===== src/rtl/sarseq_pkg.sv =====
package sarseq_pkg;

  typedef enum logic {
    PH_IDLE = 1'b0,
    PH_CONV = 1'b1
  } phase_e;

  // Actions decoded for the coming falling edge
  typedef struct packed {
    logic launch;   // start edge seen: hold, load MSB trial
    logic decide;   // resolve one trial bit from comparator
    logic marker;   // drive leading high flag
    logic shift;    // drive one result bit
    logic last;     // final edge of the conversion
  } step_t;

endpackage


===== src/rtl/sarseq_ctrl.sv =====
module sarseq_ctrl
  import sarseq_pkg::*;
#(
  parameter int NBITS = 12,
  localparam int CW = $clog2(NBITS + 2),
  localparam int IW = (NBITS > 1) ? $clog2(NBITS) : 1
) (
  input  logic          clk,
  input  logic          rst,
  input  logic          conv_start,
  output step_t         step,
  output logic [IW-1:0] trial_idx,
  output logic [IW-1:0] out_idx,
  output logic          busy
);

  phase_e        phase_q;
  logic [CW-1:0] cnt_q;
  logic          start_prev_q;
  logic [CW-1:0] trial_full;
  logic [CW-1:0] out_full;

  assign busy = (phase_q == PH_CONV);

  always_comb begin
    step        = '0;
    step.launch = !busy && conv_start && !start_prev_q;
    step.decide = busy && (cnt_q < CW'(NBITS));
    step.marker = busy && (cnt_q == '0);
    step.shift  = busy && (cnt_q != '0) && (cnt_q <= CW'(NBITS));
    step.last   = busy && (cnt_q == CW'(NBITS));
  end

  // bit under trial: NBITS-1-cnt ; bit being sent: NBITS-cnt
  assign trial_full = CW'(NBITS - 1) - cnt_q;
  assign out_full   = CW'(NBITS) - cnt_q;
  assign trial_idx  = trial_full[IW-1:0];
  assign out_idx    = out_full[IW-1:0];

  always_ff @(negedge clk) begin
    if (rst) begin
      phase_q      <= PH_IDLE;
      cnt_q        <= '0;
      start_prev_q <= 1'b1;
    end else begin
      start_prev_q <= conv_start;
      if (step.launch) begin
        phase_q <= PH_CONV;
        cnt_q   <= '0;
      end else if (step.last) begin
        phase_q <= PH_IDLE;
        cnt_q   <= '0;
      end else if (busy) begin
        cnt_q <= cnt_q + 1'b1;
      end
    end
  end

endmodule


===== src/rtl/sarseq_sar.sv =====
module sarseq_sar
  import sarseq_pkg::*;
#(
  parameter int NBITS = 12,
  localparam int IW = (NBITS > 1) ? $clog2(NBITS) : 1
) (
  input  logic             clk,
  input  logic             rst,
  input  step_t            step,
  input  logic [IW-1:0]    trial_idx,
  input  logic             comp_in,
  output logic [NBITS-1:0] code
);

  logic [NBITS-1:0] code_q;
  logic [NBITS-1:0] code_d;

  always_comb begin
    code_d = code_q;
    if (step.launch) begin
      code_d = '0;
      code_d[NBITS-1] = 1'b1;
    end else if (step.decide) begin
      for (int i = 0; i < NBITS; i++) begin
        if (IW'(i) == trial_idx) code_d[i] = comp_in;
        if (i + 1 < NBITS && IW'(i + 1) == trial_idx) code_d[i] = 1'b1;
      end
    end
  end

  always_ff @(negedge clk) begin
    if (rst) code_q <= '0;
    else     code_q <= code_d;
  end

  assign code = code_q;

endmodule


===== src/rtl/sarseq_tx.sv =====
module sarseq_tx
  import sarseq_pkg::*;
#(
  parameter int NBITS    = 12,
  parameter bit IDLE_HIZ = 1'b0,
  localparam int IW = (NBITS > 1) ? $clog2(NBITS) : 1
) (
  input  logic             clk,
  input  logic             rst,
  input  step_t            step,
  input  logic             busy,
  input  logic [IW-1:0]    out_idx,
  input  logic [NBITS-1:0] code,
  output logic             serial_out,
  output logic             serial_oe
);

  logic [NBITS-1:0] twos;
  logic             out_q;
  logic             oe_q;

  // offset binary to two's complement
  assign twos = {~code[NBITS-1], code[NBITS-2:0]};

  always_ff @(negedge clk) begin
    if (rst) begin
      out_q <= 1'b0;
    end else if (step.marker) begin
      out_q <= 1'b1;
    end else if (step.shift) begin
      out_q <= twos[out_idx];
    end else begin
      out_q <= 1'b0;
    end
  end

  generate
    if (IDLE_HIZ) begin : g_float
      always_ff @(negedge clk) begin
        if (rst) oe_q <= 1'b0;
        else     oe_q <= busy;
      end
    end else begin : g_drive
      always_ff @(negedge clk) begin
        if (rst) oe_q <= 1'b1;
        else     oe_q <= 1'b1;
      end
    end
  endgenerate

  assign serial_out = out_q;
  assign serial_oe  = oe_q;

endmodule


===== src/rtl/sar_serial_seq.sv =====
module sar_serial_seq
  import sarseq_pkg::*;
#(
  parameter int NBITS    = 12,
  parameter bit IDLE_HIZ = 1'b0
) (
  input  logic             clk,
  input  logic             rst,
  input  logic             conv_start,
  input  logic             comp_in,
  output logic [NBITS-1:0] dac_code,
  output logic             track_hold,
  output logic             serial_out,
  output logic             serial_oe
);

  localparam int IW = (NBITS > 1) ? $clog2(NBITS) : 1;

  step_t         step;
  logic [IW-1:0] trial_idx;
  logic [IW-1:0] out_idx;
  logic          busy;

  sarseq_ctrl #(.NBITS(NBITS)) u_ctrl (
    .clk        (clk),
    .rst        (rst),
    .conv_start (conv_start),
    .step       (step),
    .trial_idx  (trial_idx),
    .out_idx    (out_idx),
    .busy       (busy)
  );

  sarseq_sar #(.NBITS(NBITS)) u_sar (
    .clk       (clk),
    .rst       (rst),
    .step      (step),
    .trial_idx (trial_idx),
    .comp_in   (comp_in),
    .code      (dac_code)
  );

  sarseq_tx #(.NBITS(NBITS), .IDLE_HIZ(IDLE_HIZ)) u_tx (
    .clk        (clk),
    .rst        (rst),
    .step       (step),
    .busy       (busy),
    .out_idx    (out_idx),
    .code       (dac_code),
    .serial_out (serial_out),
    .serial_oe  (serial_oe)
  );

  // busy is a register, so hold is registered too
  assign track_hold = busy;

endmodule


===== config.mk =====
export PLATFORM = sky130hd
export DESIGN_NAME = sar_serial_seq
export DESIGN_NICKNAME = d
export VERILOG_FILES = /design/src/rtl/sarseq_pkg.sv /design/src/rtl/sarseq_ctrl.sv /design/src/rtl/sarseq_sar.sv /design/src/rtl/sarseq_tx.sv /design/src/rtl/sar_serial_seq.sv
export SDC_FILE = /design/constraint.sdc
export NUM_CORES = 1
export LEC_CHECK = 0
export BUFFER_PORTS_ARGS = -buffer_cell sky130_fd_sc_hd__buf_2
export CELL_PAD_IN_SITES_DETAIL_PLACEMENT = 0
export CELL_PAD_IN_SITES_GLOBAL_PLACEMENT = 1
export CORE_MARGIN = 10
export CORE_UTILIZATION = 37
export DETAILED_ROUTE_END_ITERATION = 8
export PLACE_DENSITY_LB_ADDON = 0.3
export SLEW_MARGIN = 10
export SYNTH_ARGS = -nofsm -noshare
export SYNTH_HDL_FRONTEND = slang
export SYNTH_HIERARCHICAL = 1
export SYNTH_SLANG_ARGS = --single-unit

===== constraint.sdc =====
create_clock -name clk -period 2 [get_ports clk]
set_input_delay 0.3 -clock clk [delete_from_list [all_inputs] [get_ports clk]]
set_output_delay 0.3 -clock clk [all_outputs]
set_load 0.05 [all_outputs]

==> results.sh <==
export IMPL_p_int_mw=0.572
export IMPL_synthMuxAreaShare_pct=7.23
export IMPL_async_flop_share_pct=0
export IMPL_clockBufferDepth=2
export IMPL_initial_core_util_pct=38.5
export IMPL_cp_slowest_cell="dfxtp_2"
export IMPL_antenna_found_initial=0
export IMPL_dpl_cell_area_um2=1460
export IMPL_syn_to_final_growth_pct=50.9
export IMPL_gp_congestion=0.811
export IMPL_synth_fp_nets=140
export IMPL_synthAdderAreaFrac_pct=5.32
export IMPL_power_density_nw_per_um2=501
export IMPL_drive_above_1_share_pct=44.4
export IMPL_nNetsFinal=197
export IMPL_total_power_mw=0.889
export IMPL_synth_seq_cells=19
export IMPL_hp_class="reg -> reg"
export IMPL_grt_pass1_wl_um=5690
export IMPL_dpl_hpwl_um=2420
export IMPL_ant_nets=0
export IMPL_max_stage_delay_ns=0.34
export IMPL_status="complete, but fails checks"
export IMPL_yosys_area_top_type_share_pct=32.3
export IMPL_pwr_share_comb_pct=15.4
export IMPL_firstDrtPassIters=5
export IMPL_synth_common_cells="dfxtp_1, inv_1, nor3_1"
export IMPL_die_y_um=76.4
export IMPL_pin_count=19
export IMPL_clk_pin_slew_ns=0.06
export IMPL_finalWirelength_um=3350
export IMPL_critical_path_top_delay_family="flip-flops"
export IMPL_drv_cap=0
export IMPL_grtUsageTotal_pct=11.4
export IMPL_fin_ws_ns=-0.175
export IMPL_synth_edff_count=0
export IMPL_end_kind="output port"
export IMPL_fin_util_pct=58.1
export IMPL_finalSetupTns_ns=-2.21
export IMPL_cp_required_ns=1.70
export IMPL_yosysTopAreaCell="dfxtp_1"
export IMPL_yosysWarnings=6
export IMPL_failed_checks="setup timing"
export IMPL_p_sw_share_pct=35.6
export IMPL_fillers=300
export IMPL_criticalPathCategory="reg -> out"
export IMPL_synth_xor_area_share_pct=4.47
export IMPL_yosys_cell_count_top_type="dfxtp_1"
export IMPL_grt_pass1_vias=1268
export IMPL_port_buffers=17
export IMPL_power_frac_clock_pct=40.2
export IMPL_p_leak_nw=0.781
export IMPL_peakVddDrop_v=0.000250
export IMPL_synth_cells=131
export IMPL_path_cells="buf_8"
export IMPL_ctsHtreeMaxLevel=1
export IMPL_drcViolationCount=0
export IMPL_diodes=0
export IMPL_path_buf_inv=1
export IMPL_cts_root_buf="clkbuf_4"
export IMPL_power_switching_mw=0.317
export IMPL_hold_viol=0
export IMPL_seq_area_frac_synth_pct=32.3
export IMPL_final_max_slew_violation_count=0
export IMPL_wl_per_cell_um=14.5
export IMPL_path_max_fanout=2
export IMPL_startpoint_type="flip-flop"
export IMPL_clk_latency_ns=0.39
export IMPL_cts_sinks=19
export IMPL_syn_area_um2=1180
export IMPL_grt_max_degree=17
export IMPL_tritoncts="yes"
export IMPL_fp_row_count=20
export IMPL_synth_top_family_by_area="simple AND/OR/NAND/NOR gates"
export IMPL_avgViaCountPerCell=5.06
export IMPL_synth_compound_area_share_pct=12.7
export IMPL_setup_viol=15
export IMPL_synthFlopType="dfxtp_1"
export IMPL_finish_instance_area_um2=1770
export IMPL_skew_ns=0.0268
export IMPL_ctsHoldBuffers=0
export IMPL_synthTopCellsByArea="dfxtp_1, ha_1, nor3_1"
export IMPL_syn_area_per_cell_um2=8.98
export IMPL_synth_simple_gate_area_share_pct=27.2
export IMPL_vias=1169
export IMPL_rsz0062_at_grt="true"
export IMPL_die_w_um=76.4
export IMPL_synth_cell_type_count=42
export IMPL_p_seq_share_pct=44.4
export IMPL_core_area_um2=3050
export IMPL_cts_made_buffers=3
export IMPL_arrival_ns=1.88
export IMPL_drt_iter0_markers=48
export IMPL_dieArea_um2=5830
export IMPL_grt_overflow=0
state kept, by name (all words and copies together), names as in the netlist:
| name | flops |
|---|---|
| u_ctrl/cnt_q | 4 |
| u_sar/code | 12 |
| u_tx/serial_out | 1 |
| u_ctrl/busy | 1 |
| u_ctrl/start_prev_q | 1 |
placed cells by master (no fill, tap or decap), types with 4 or more instances in the layout:
cell and n:
dfxtp_1 4, a31oi_1 6, nor3_1 8, inv_1 30
dfxtp_2 15, ha_1 5, xnor2_1 4, buf_4 29
buf_8 14, nor2_1 7, a21oi_1 6
power groups by stage:
stage / clock [mW] / combinational, mW / sequential, mW
2_1_floorplan: 0.0679 / 0.0675 / 0.417
3_3_place_gp: 0.0679 / 0.117 / 0.399
3_5_place_dp: 0.0679 / 0.119 / 0.398
4_1_cts: 0.372 / 0.135 / 0.394
5_1_grt: 0.438 / 0.146 / 0.394
6_report: 0.357 / 0.137 / 0.394
routing by layer:
layer / track usage, % / routed length, um / vias to the layer above
met2: 19.0 / 1680 / 25
met5: 0 / 0 / -
met1: 12.2 / 1440 / 566
met4: 4.28 / 0 / 0
li1: - / - / 578
met3: 5.42 / 240 / 0
repair_timing:
item,in CTS,in global routing
setup buffers,8,1
setup endpoints to repair,15,23
gates resized for setup,56,3
logic make-up after synthesis:
logic type / after synthesis
muxes: 4
and+or+nand+nor: 49
buffers and inverters: 24
other: 1
AOI/OAI and AO/OA: 23
adders and majority gates: 5
DFF: 19
xor gates and xnor gates: 6
final cells by class:
class / instances / area, um^2 / area share, %
well taps: 44 / 55.1 / 3.10
clock inverters: 20 / 75.1 / 4.23
flip-flops and latches: 19 / 399 / 22.5
multi-input cells: 88 / 738 / 41.6
clock buffers: 3 / 22.5 / 1.27
repair buffers: 46 / 443 / 25.0
inverters: 11 / 41.3 / 2.33
through the flow:
| step | hold WS (ns) | instances | setup WS [ns] |
|---|---|---|---|
| floorplan | 0.524 | 131 | -0.102 |
| global placement | 0.475 | 202 | -0.241 |
| detailed placement | 0.484 | 202 | -0.261 |
| CTS | 0.602 | 230 | -0.193 |
| global route | 0.631 | 231 | -0.235 |
| finish | 0.596 | 231 | -0.175 |
final timing paths:
| check | start | endpoint | slack (ns) | depth (start not counted) |
|---|---|---|---|---|
| hold reg to reg | u_ctrl/start_prev_q$_SDFF_NP1_ | u_ctrl/busy$_SDFFE_NP0P_ | 0.60 | 3 |
| hold / removal | u_ctrl/start_prev_q$_SDFF_NP1_ | u_ctrl/busy$_SDFFE_NP0P_ | 0.60 | 3 |
| setup reg to reg | u_ctrl/cnt_q[0]$_SDFFE_NP0P_ | u_tx/serial_out$_SDFF_NP0_ | -0.05 | 6 |
| setup / recovery | u_sar/code[9]$_SDFFE_NP0P_ | dac_code[9] | -0.18 | 1 |
worst reg2reg max path, stage by stage, from the launching register on:
cell and delay (ns):
dfxtp_1 0.32, inv_1 0.07, ha_1 0.24, xor2_2 0.19, mux4_1 0.61, a22o_1 0.23
a221o_1 0.26
Power figures use the tool's default switching activity.
